==> config.mk <==
export PLATFORM = sky130hd
export DESIGN_NAME = hzc_bypass_ctl
export DESIGN_NICKNAME = d
export VERILOG_FILES = /design/src/rtl/hzc_pkg.sv /design/src/rtl/hzc_decode.sv /design/src/rtl/hzc_stage_pipe.sv /design/src/rtl/hzc_src_sel.sv /design/src/rtl/hzc_bypass_ctl.sv
export SDC_FILE = /design/constraint.sdc
export NUM_CORES = 1
export LEC_CHECK = 0
export BUFFER_PORTS_ARGS = -buffer_cell sky130_fd_sc_hd__buf_2
export CAP_MARGIN = 5
export CELL_PAD_IN_SITES_DETAIL_PLACEMENT = 1
export CELL_PAD_IN_SITES_GLOBAL_PLACEMENT = 2
export CORE_UTILIZATION = 38
export CTS_BUF_LIST = sky130_fd_sc_hd__clkbuf_8
export CTS_CLUSTER_DIAMETER = 30
export DETAILED_ROUTE_END_ITERATION = 8
export PLACE_DENSITY = 0.89
export RECOVER_POWER = 50
export SLEW_MARGIN = 20
export SYNTH_ARGS = -nofsm -noshare
export SYNTH_HDL_FRONTEND = slang
export SYNTH_SLANG_ARGS = --single-unit
==> constraint.sdc <==
create_clock -name clk -period 7.4 [get_ports clk]
set_input_delay 2.22 -clock clk [delete_from_list [all_inputs] [get_ports clk]]
set_output_delay 2.22 -clock clk [all_outputs]
set_load 0.02 [all_outputs]
==> src/rtl/hzc_pkg.sv <==
package hzc_pkg;

  typedef enum logic [3:0] {
    CLS_NONE   = 4'd0,
    CLS_ALU    = 4'd1,
    CLS_ALUI   = 4'd2,
    CLS_LOAD   = 4'd3,
    CLS_STORE  = 4'd4,
    CLS_BRANCH = 4'd5,
    CLS_LUI    = 4'd6,
    CLS_AUIPC  = 4'd7,
    CLS_JAL    = 4'd8,
    CLS_JALR   = 4'd9
  } op_cls_e;

  localparam int CLS_W = 4;

endpackage

==> src/rtl/hzc_decode.sv <==
module hzc_decode
  import hzc_pkg::*;
#(
  parameter int AW = 5
) (
  input  logic [CLS_W-1:0] cls,
  input  logic [AW-1:0]    rd,
  output logic             re1,
  output logic             re2,
  output logic             wr_en,
  output logic             byp_ok,
  output logic             ld_res
);

  logic writes;
  logic early;
  logic rd_nz;

  assign rd_nz = (rd != '0);

  // Which sources each class reads, and what kind of result it produces.
  always_comb begin
    re1    = 1'b0;
    re2    = 1'b0;
    writes = 1'b0;
    early  = 1'b0;
    case (cls)
      CLS_ALU:    begin re1 = 1'b1; re2 = 1'b1; writes = 1'b1; early = 1'b1; end
      CLS_ALUI:   begin re1 = 1'b1;             writes = 1'b1; early = 1'b1; end
      CLS_LOAD:   begin re1 = 1'b1;             writes = 1'b1;               end
      CLS_STORE:  begin re1 = 1'b1; re2 = 1'b1;                              end
      CLS_BRANCH: begin re1 = 1'b1; re2 = 1'b1;                              end
      CLS_LUI:    begin                         writes = 1'b1; early = 1'b1; end
      CLS_AUIPC:  begin                         writes = 1'b1; early = 1'b1; end
      CLS_JAL:    begin                         writes = 1'b1; early = 1'b1; end
      CLS_JALR:   begin re1 = 1'b1;             writes = 1'b1; early = 1'b1; end
      default:    begin                                                      end
    endcase
  end

  assign wr_en  = writes & rd_nz;
  assign byp_ok = writes & early & rd_nz;
  assign ld_res = writes & ~early & rd_nz;

endmodule

==> src/rtl/hzc_stage_pipe.sv <==
module hzc_stage_pipe #(
  parameter int AW   = 5,
  parameter int NSTG = 3
) (
  input  logic                     clk,
  input  logic                     rst_n,
  input  logic                     kill,
  input  logic [AW-1:0]            id_ws,
  input  logic                     id_we,
  input  logic                     id_byp,
  input  logic                     id_ld,
  output logic [NSTG-1:0][AW-1:0]  st_ws,
  output logic [NSTG-1:0]          st_we,
  output logic [NSTG-1:0]          st_byp,
  output logic [NSTG-1:0]          st_ld,
  output logic                     ex_bubble
);

  logic [NSTG-1:0][AW-1:0] ws_d;
  logic [NSTG-1:0]         we_d;
  logic [NSTG-1:0]         byp_d;
  logic [NSTG-1:0]         ld_d;
  logic                    bub_d;

  // Next state: the entry stage takes the ID record or a bubble, the rest shift.
  always_comb begin
    ws_d[0]  = kill ? '0   : id_ws;
    we_d[0]  = kill ? 1'b0 : id_we;
    byp_d[0] = kill ? 1'b0 : id_byp;
    ld_d[0]  = kill ? 1'b0 : id_ld;
    bub_d    = kill;
    for (int i = 1; i < NSTG; i++) begin
      ws_d[i]  = st_ws[i-1];
      we_d[i]  = st_we[i-1];
      byp_d[i] = 1'b0;
      ld_d[i]  = st_ld[i-1];
    end
  end

  always_ff @(posedge clk or negedge rst_n) begin
    if (!rst_n) begin
      st_ws     <= '0;
      st_we     <= '0;
      st_byp    <= '0;
      st_ld     <= '0;
      ex_bubble <= 1'b0;
    end else begin
      st_ws     <= ws_d;
      st_we     <= we_d;
      st_byp    <= byp_d;
      st_ld     <= ld_d;
      ex_bubble <= bub_d;
    end
  end

  AST_BUBBLE_NO_WRITER: assert property (@(posedge clk) disable iff (!rst_n)
    ex_bubble |-> (!st_we[0] && !st_ld[0] && !st_byp[0]));

  AST_KILL_LANDS: assert property (@(posedge clk) disable iff (!rst_n)
    kill |=> (ex_bubble && !st_we[0]));

endmodule

==> src/rtl/hzc_src_sel.sv <==
module hzc_src_sel #(
  parameter int AW    = 5,
  parameter int NSTG  = 3,
  parameter int SEL_W = $clog2(NSTG + 1)
) (
  input  logic [AW-1:0]            rs,
  input  logic                     re,
  input  logic                     hold,
  input  logic [NSTG-1:0][AW-1:0]  st_ws,
  input  logic [NSTG-1:0]          st_we,
  input  logic [NSTG-1:0]          st_byp,
  input  logic [NSTG-1:0]          st_ld,
  output logic [SEL_W-1:0]         sel,
  output logic                     ld_hit
);

  logic [NSTG-1:0] hit;
  logic [SEL_W-1:0] sel_raw;

  // Stage 0 may forward only results ready at the end of execute.
  genvar g;
  generate
    for (g = 0; g < NSTG; g++) begin : g_hit
      if (g == 0) begin : g_entry
        assign hit[g] = re & st_byp[g] & (rs == st_ws[g]);
      end else begin : g_later
        assign hit[g] = re & st_we[g] & (rs == st_ws[g]);
      end
    end
  endgenerate

  assign ld_hit = re & st_ld[0] & (rs == st_ws[0]);

  // Oldest first, so the youngest match is written last and wins.
  always_comb begin
    sel_raw = '0;
    for (int i = NSTG - 1; i >= 0; i--) begin
      if (hit[i]) sel_raw = SEL_W'(i + 1);
    end
  end

  assign sel = hold ? '0 : sel_raw;

endmodule

==> src/rtl/hzc_bypass_ctl.sv <==
module hzc_bypass_ctl
  import hzc_pkg::*;
#(
  parameter int AW   = 5,
  parameter int NSTG = 3
) (
  input  logic             clk,
  input  logic             rst_n,
  input  logic [3:0]       id_cls,
  input  logic [AW-1:0]    id_rs1,
  input  logic [AW-1:0]    id_rs2,
  input  logic [AW-1:0]    id_rd,
  output logic [1:0]       sel_a,
  output logic [1:0]       sel_b,
  output logic             stall,
  output logic             ex_bubble
);

  localparam int SEL_W = $clog2(NSTG + 1);

  logic re1, re2, id_we, id_byp, id_ld;
  logic [NSTG-1:0][AW-1:0] st_ws;
  logic [NSTG-1:0]         st_we, st_byp, st_ld;
  logic [1:0]              ld_hit;
  logic [1:0][SEL_W-1:0]   sel_v;
  logic [1:0][AW-1:0]      src_rs;
  logic [1:0]              src_re;

  hzc_decode #(.AW(AW)) u_dec (
    .cls    (id_cls),
    .rd     (id_rd),
    .re1    (re1),
    .re2    (re2),
    .wr_en  (id_we),
    .byp_ok (id_byp),
    .ld_res (id_ld)
  );

  hzc_stage_pipe #(.AW(AW), .NSTG(NSTG)) u_pipe (
    .clk       (clk),
    .rst_n     (rst_n),
    .kill      (stall),
    .id_ws     (id_rd),
    .id_we     (id_we),
    .id_byp    (id_byp),
    .id_ld     (id_ld),
    .st_ws     (st_ws),
    .st_we     (st_we),
    .st_byp    (st_byp),
    .st_ld     (st_ld),
    .ex_bubble (ex_bubble)
  );

  assign src_rs[0] = id_rs1;
  assign src_rs[1] = id_rs2;
  assign src_re[0] = re1;
  assign src_re[1] = re2;

  genvar k;
  generate
    for (k = 0; k < 2; k++) begin : g_src
      hzc_src_sel #(.AW(AW), .NSTG(NSTG), .SEL_W(SEL_W)) u_sel (
        .rs     (src_rs[k]),
        .re     (src_re[k]),
        .hold   (stall),
        .st_ws  (st_ws),
        .st_we  (st_we),
        .st_byp (st_byp),
        .st_ld  (st_ld),
        .sel    (sel_v[k]),
        .ld_hit (ld_hit[k])
      );
    end
  endgenerate

  assign stall = |ld_hit;
  assign sel_a = 2'(sel_v[0]);
  assign sel_b = 2'(sel_v[1]);

  AST_STALL_NEEDS_LOAD: assert property (@(posedge clk) disable iff (!rst_n)
    stall |-> (st_ld[0] && st_we[0] && !st_byp[0]));

  AST_STALL_SELECTS_FILE: assert property (@(posedge clk) disable iff (!rst_n)
    stall |-> (sel_a == 2'b00 && sel_b == 2'b00));

  AST_BUBBLE_FOLLOWS_STALL: assert property (@(posedge clk) disable iff (!rst_n)
    stall |=> ex_bubble);

  AST_NO_REPEAT_STALL: assert property (@(posedge clk) disable iff (!rst_n)
    ex_bubble |-> !stall);

  AST_ZERO_SRC_FILE: assert property (@(posedge clk) disable iff (!rst_n)
    (id_rs1 == '0) |-> (sel_a == 2'b00));

  AST_UNREAD_B_FILE: assert property (@(posedge clk) disable iff (!rst_n)
    !re2 |-> (sel_b == 2'b00));

endmodule

# Word-level counts from Yosys, hierarchy flattened
# Index checks and enable logic that the tools add are counted.
[totals] reg_bits=21 out_inout_bits=6
[classes] n_reduce_logical=6 n_bitwise=22 n_eq_ne=15 mux=16
[op_table] op="5-bit equality test" count=6
[op_table] op="1-bit bitwise AND" count=21
[op_table] op="4-bit by 3-bit equality test with 1-bit output, second input constant" count=4
[op_table] op="2-bit two-way mux" count=8
[op_table] op="6-bit OR reduction" count=2
[op_table] op="4-bit by 2-bit equality test with 1-bit output, second input constant" count=2
[op_table] op="4-bit equality test, second input constant" count=2
[op_table] op="1-bit two-way mux" count=7
[op_table] op="7-bit OR reduction" count=1
[op_table] op="5-bit two-way mux" count=1
[op_table] op="5-bit nonzero test" count=1
[op_table] op="4-bit by 1-bit equality test with 1-bit output, second input constant" count=1
[op_table] op="3-bit OR reduction" count=1
[op_table] op="2-bit OR reduction" count=1
[op_table] op="1-bit inverter" count=1

# Longest topological paths before layout
# Gate-level depths: netlist of the first run.
[logic_depth] ltp_word=9 depth_mapped=5 depth_no_buf=5

# Cells and area by module
# Synthesis of the first run repeated with hierarchy kept, for this count alone.
[unflattened] hier_cells=124 hier_area_um2=1362.6
[by_module_without_submodules] module="hzc_stage_pipe" area_each_um2=749.5 cells_per_inst=48 n_inst=1
[by_module_without_submodules] module="hzc_src_sel" area_each_um2=252.7 cells_per_inst=30 n_inst=2
[by_module_without_submodules] module="hzc_decode" area_each_um2=101.3 cells_per_inst=15 n_inst=1
[by_module_without_submodules] module="hzc_bypass_ctl" area_each_um2=6.3 cells_per_inst=1 n_inst=1

# Worst setup path before layout of the first run
# OpenSTA, ideal clock, no wires.
[synth_timing] path_kind="input -> output" start="input id_rs2[2]" end="output sel_b[0]" path_buffers=0 path_stages=5 path_slack_ps=1855 arrival_time_ps=3325 path_cell_list="xor2_1 > nor4_2 > nor3b_4 > a32oi_1 > nor2_1"
[synth_via] elab_chain_len=6 elab_cells_between_ends=12
[synth_rtl] item="start, declared" line="hzc_bypass_ctl.sv:11" text="input logic [AW-1:0] id_rs2,"
[synth_rtl] item="5-bit equality test" line="hzc_src_sel.sv:27" text="assign hit[g] = re & st_we[g] & (rs == st_ws[g]);"
[synth_rtl] item="1-bit bitwise AND" line="hzc_src_sel.sv:27"
[synth_rtl] item="2-bit two-way mux (3 in series)" line="hzc_src_sel.sv:38" text="if (hit[i]) sel_raw = SEL_W'(i + 1);"
[synth_rtl] item="2-bit two-way mux *" line="hzc_src_sel.sv:42" text="assign sel = hold ? '0 : sel_raw;"
[synth_rtl] item="end, declared" line="hzc_bypass_ctl.sv:14" text="output logic [1:0] sel_b,"
# Mark *: on every way between the ends. The rest lies on a longest branch, timed or not.

# Worst setup path in the final report of the first run
[layout_timing] start="input id_rs1[3]" end="output sel_a[0]"
[layout_via] elab_chain_len=6 elab_cells_between_ends=12
[layout_rtl] item="start, declared" line="hzc_bypass_ctl.sv:10" text="input logic [AW-1:0] id_rs1,"
[layout_rtl] item="5-bit equality test" line="hzc_src_sel.sv:27"
[layout_rtl] item="1-bit bitwise AND" line="hzc_src_sel.sv:27"
[layout_rtl] item="2-bit two-way mux (3 in series)" line="hzc_src_sel.sv:38"
[layout_rtl] item="2-bit two-way mux *" line="hzc_src_sel.sv:42"
[layout_rtl] item="end, declared" line="hzc_bypass_ctl.sv:13" text="output logic [1:0] sel_a,"
# Marks and branches as above.

==> results of run 1 <==
==> cells in the mapped netlist, drive strengths merged <==
library cell	n	area share
a21oi	2	0.0087
a32oi	1	0.0076
and2	6	0.033
and3	2	0.011
and4	1	0.0098
and4bb	1	0.011
dfrtp	21	0.46
inv	1	0.0033
nand2	1	0.0033
nand2b	2	0.011
nand3	2	0.0087
nand4	2	0.011
nor2	4	0.015
nor2b	3	0.016
nor3	1	0.0043
nor3b	1	0.016
nor4	4	0.027
nor4b	1	0.0076
o2111a	3	0.029
o211a	1	0.0087
o21a	2	0.013
o21ai	4	0.030
o21bai	1	0.0065
o31a	1	0.0076
or4	2	0.016
xnor2	10	0.076
xor2	20	0.15
==> metrics by stage <==
step	setup WS, ns	util	area [um2]
floorplan	1.85	-	1150
global placement	1.59	0.471	1320
detailed placement	1.38	0.471	1320
CTS	1.39	0.488	1370
global route	1.31	0.488	1370
finish	1.36	0.488	1370
==> where the power goes <==
group	total, mW	internal (mW)	leakage, nW	switching (mW)
combinational	0.0378	0.0171	0.346	0.0207
sequential	0.127	0.121	0.249	0.00615
clock	0.0745	0.0379	0.0217	0.0365
==> logic make-up after synthesis <==
group	Yosys count	synth area share
simple gates	33	0.201
compound gates	15	0.112
buf+inv	1	0.00325
flops	21	0.456
xor+xnor	30	0.228
==> cell type report <==
cell class	count	area share
clock buffer	3	0.0302
clock inverter	1	0.00548
inverter	1	0.00274
multi-input combinational	78	0.455
sequential	21	0.384
tap	31	0.0283
timing repair buffer	26	0.0942
==> layer usage <==
layer / track usage / share of wire
met1: 0.234 / 0.43
met2: 0.338 / 0.54
met3: 0.00680 / 0.025
met4: 0.0732 / 0.010
met5: 0 / 0
==> path summary, 6_finish.rpt <==
check | start | endpoint | slack (ns) | cells after the start
worst max-delay path | id_rs1[3] | sel_a[0] | 1.36 | 7
worst min-delay path | u_pipe.st_we[0] | u_pipe.st_we[1] | 0.35 | 0
worst max register to register | u_pipe.st_ws[2] | u_pipe.st_ws[4] | 5.70 | 5
worst min register to register | u_pipe.st_we[0] | u_pipe.st_we[1] | 0.35 | 0
max in group asynchronous | rst_n | u_pipe.st_ws[13] | 4.61 | 1
min in group asynchronous | rst_n | u_pipe.st_ws[5] | 2.14 | 1
==> worst max-delay path: stages <==
cell,delay [ns]
buf_2,0.13
xor2_1,0.18
nor4_1,0.39
nand3_1,0.19
nor4b_1,0.37
o21a_1,0.17
buf_2,0.16
==> sequential cells by signal (all words and copies together), names as in the netlist <==
signal / count
u_pipe.st_we: 3
u_pipe.st_ld: 1
u_pipe.ex_bubble: 1
u_pipe.st_byp: 1
u_pipe.st_ws: 15
==> flow_summary.ini, run 1 <==
[timing]
skew_ns = 0.00359
worst_pin_slew_ns = 1.08
slew_headroom = 0.277
setup_tns_ns = 0
rsz0062_at_grt = no
final_hold_viol_count = 0
fin_crit_sh = 0.816
finalMaxSlewViolations = 0
hold_ws_ns = 0.354
finalWorstPathRequiredPeriod_ns = 6.04
setup_viol = 0
max_freq_mhz = 166

[routing]
wirelength_mm = 2.71
dr.pass1.iters = 6
routedWlPerCell_um = 16.8
drc_errors = 2
vias = 882
drt_iter0_markers = 28
avgViaCountPerCell = 5.48
postRouteAntennaNets = 0

[clocking]
insertion_delay_ns = 0.26
clk_pin_slew_ns = 0.08
cts_inserted_buffers = 3
holdBufCountCts = 0
cts_tree = built
cts_root_buf = clkbuf_8
cts.sinks = 21
clockBufferDepth = 2
htree_levels = 1
cts_resized = 0
cts_setup_buffers = 0

[power]
p_per_area_nw_per_um2 = 175
ir_worst_vdd_v = 0.000111
p_leak_nw = 0.617
total_power_mw = 0.240

[layout]
seqCellArea_um2 = 526
layout_commonest_cell = buf_2
layout.nets = 152
drive_gt1_frac = 0.277
antennaDiodeCount = 0
final_cells = 161
final_cell_mix = buf_2 (25), dfrtp_1 (21), xor2_1 (20)
fillerInstances = 324
multi_input_area_um2 = 623
syn_to_final_growth_pct = 18.8

[floorplanning]
die_h_um = 57.1
dieArea_um2 = 3260
num_rows = 19
core_region_area_um2 = 2810
start_util = 0.411
io_pins = 27
dieWidth_um = 57.1

[synthesis]
synth_cell_types = 32
syn_inst = 100
yosys_warnings = 0
syn_nets = 121
netlist_area_um2 = 1150
ys_seq_elements = 21
seq_area_frac_synth = 0.456
synth.avg_cell_area_um2 = 11.5

[worst_setup_path]
start_kind = input pin
crit_type = in2out
worstPathMaxFanout = 3
arrival_ns = 3.82
critPathRequiredTime_ns = 5.18
cp-end-kind = output pin

[flow_run]
cap_violations = 0

[global_route]
grt_use_total = 0.186
grt_pass1_vias = 956
gr-total-overflow = 0
grt_max_degree = 22
antenna_found_initial = 0
grt_pass1_wl_mm = 4.51

[placed_design]
gp_congestion = 0.809
port_buffers = 26
dp_hpwl_mm = 2.23
placedCellCount = 157

[hold_path]
hp-class = reg2reg

[outcome]
status = finished, violations left
violations = design-rule violations
(Power assumes the default switching activity.)
==> run 2, diff against run 1 <==
Settings changed: CORE_UTILIZATION 38 to 35, PLACE_DENSITY 0.89 to 0.83.
Clock period 7.4 ns to 5.86 ns, I/O delays scaled along.
==> flow_summary.ini, run 2 (synthesis gave the netlist of run 1 again) <==
[power]
total_power_mw = 0.302
p_sw_frac = 0.262
pwr-share-comb = 0.155
p_leak_nw = 0.617
switchingPower_mw = 0.0791
p_per_area_nw_per_um2 = 218
ir_worst_vdd_v = 0.000167
internal_power_mw = 0.222
seq_power_share = 0.533
clkPwrFrac = 0.312

[routing]
avgViaCountPerCell = 4.94
routedWlPerCell_um = 14.3
drt_iter0_markers = 9
drc_errors = 0
vias = 860
dr.pass1.iters = 4
postRouteAntennaNets = 0
wirelength_mm = 2.49

[hold_path]
hp-class = reg2reg
hp-start = u_pipe.st_we[0]
hold_depth = 0
holdPathEnd = u_pipe.st_we[1]

[worst_setup_path]
crit_type = in2out
arrival_ns = 3.17
crit_slowest_cell = nor3b_4
worstPathMaxFanout = 4
ff2ff_setup_slack_ns = 4.16
start_kind = input pin
cp-end-kind = output pin
r2r-start = u_pipe.st_ws[2]
critPathTopFamily = simple AND/OR/NAND/NOR gates
cp.buffers_inverters = 2
crit_chain = buf_2 -> xor2_1 -> nor4_2 -> nor3b_4 -> nor2_2 -> o211a_1 -> buf_2
critical_path.max_stage_delay_ns = 0.36
worst_r2r_path_depth = 5
r2r_end = u_pipe.st_ws[0]
critPathRequiredTime_ns = 4.10
cpMostUsedCell = buf_2

[layout]
layout_commonest_cell = buf_2
final_area_um2 = 1390
regMostFlops = u_pipe.st_ws
final_cells = 174
fillerInstances = 354
syn_to_final_growth_pct = 20.2
drive_gt1_frac = 0.277
top_regs = u_pipe.st_ws x15, u_pipe.st_we x3
antennaDiodeCount = 0
largest_register_ffs = 15
layout.nets = 152
final_cell_mix = buf_2 (25), dfrtp_1 (21), xor2_1 (20)

[floorplanning]
die_h_um = 59.4
dieArea_um2 = 3530
num_rows = 20
io_pins = 27
core_region_area_um2 = 3080
start_util = 0.374
dieWidth_um = 59.4

[placed_design]
gp_congestion = 0.784
placed_area_um2 = 1340
dp_hpwl_mm = 2.09
port_buffers = 26
placedCellCount = 170

[timing]
setup_viol = 0
finalMaxSlewViolations = 0
skew_ns = 0.00283
max_freq_mhz = 203
final_hold_viol_count = 0
hold_ws_ns = 0.355
slew_headroom = 0.248
finalWorstPathRequiredPeriod_ns = 4.93
rsz0062_at_grt = no
worst_pin_slew_ns = 1.13
fin_crit_sh = 0.842
setup_tns_ns = 0

[clocking]
insertion_delay_ns = 0.26
cts_setup_buffers = 0
htree_levels = 1
cts_tree = built
cts_root_buf = clkbuf_8
cts_resized = 0
clk_pin_slew_ns = 0.08
cts.sinks = 21
clockBufferDepth = 2
holdBufCountCts = 0
cts_inserted_buffers = 3

[global_route]
grt_use_total = 0.170
grt_pass1_wl_mm = 4.32
antenna_found_initial = 0
grt_max_degree = 22
grt_pass1_vias = 929
gr-total-overflow = 0

[flow_run]
cap_violations = 0

[outcome]
status = finished clean
-- run 2: cell counts in the layout (fill, tap and decap cells not counted) --
No cell type changed its count.
-- run 2: per-layer routing --
metal,global-route usage,wire (um)
met1,0.197,1100
met2,0.311,1290
met3,0.0480,99
met4,0.0306,10
met5,0,0
-- run 2: layout make-up --
class | count | area, um2 | area share
tap | 44 | 55.1 | 0.0397
clock inverter | 1 | 7.51 | 0.00542
sequential | 21 | 526 | 0.379
inverter | 1 | 3.75 | 0.00271
multi-input combinational | 78 | 623 | 0.450
timing repair buffer | 26 | 129 | 0.0930
clock buffer | 3 | 41.3 | 0.0298
-- run 2: power by group through the flow --
stage	combinational, mW	sequential, mW	clock (mW)
3_5_place_dp	0.0473	0.164	0
5_1_grt	0.0522	0.162	0.103
6_report	0.0467	0.161	0.0942
3_3_place_gp	0.0465	0.163	0
2_1_floorplan	0.0264	0.162	0
4_1_cts	0.0478	0.161	0.0983
-- run 2: worst reg2reg max path, delay by kind of cell, from the launching register on --
family / cells / cell delay (ns)
AOI/OAI and AO/OA: 1 / 0.13
xor gates and xnor gates: 1 / 0.19
DFF: 1 / 0.42
and+or+nand+nor: 3 / 0.86
-- run 2: how the worst max path moves through the flow --
stage	startpoint	endpoint	slack, ns	depth (start not counted)
floorplan	id_rs2[2]	sel_b[0]	1.24	5
global placement	id_rs2[2]	sel_b[1]	0.92	7
detailed placement	id_rs2[2]	sel_a[1]	0.90	7
CTS	id_rs2[2]	sel_b[1]	0.89	7
global route	id_rs2[2]	sel_b[1]	0.81	7
finish	id_rs2[2]	sel_a[1]	0.93	7
-- run 2: per-stage QoR --
stage	worst slack [ns]	utilization
floorplan	1.24	-
global placement	0.917	0.435
detailed placement	0.901	0.435
CTS	0.894	0.450
global route	0.812	0.450
finish	0.929	0.450
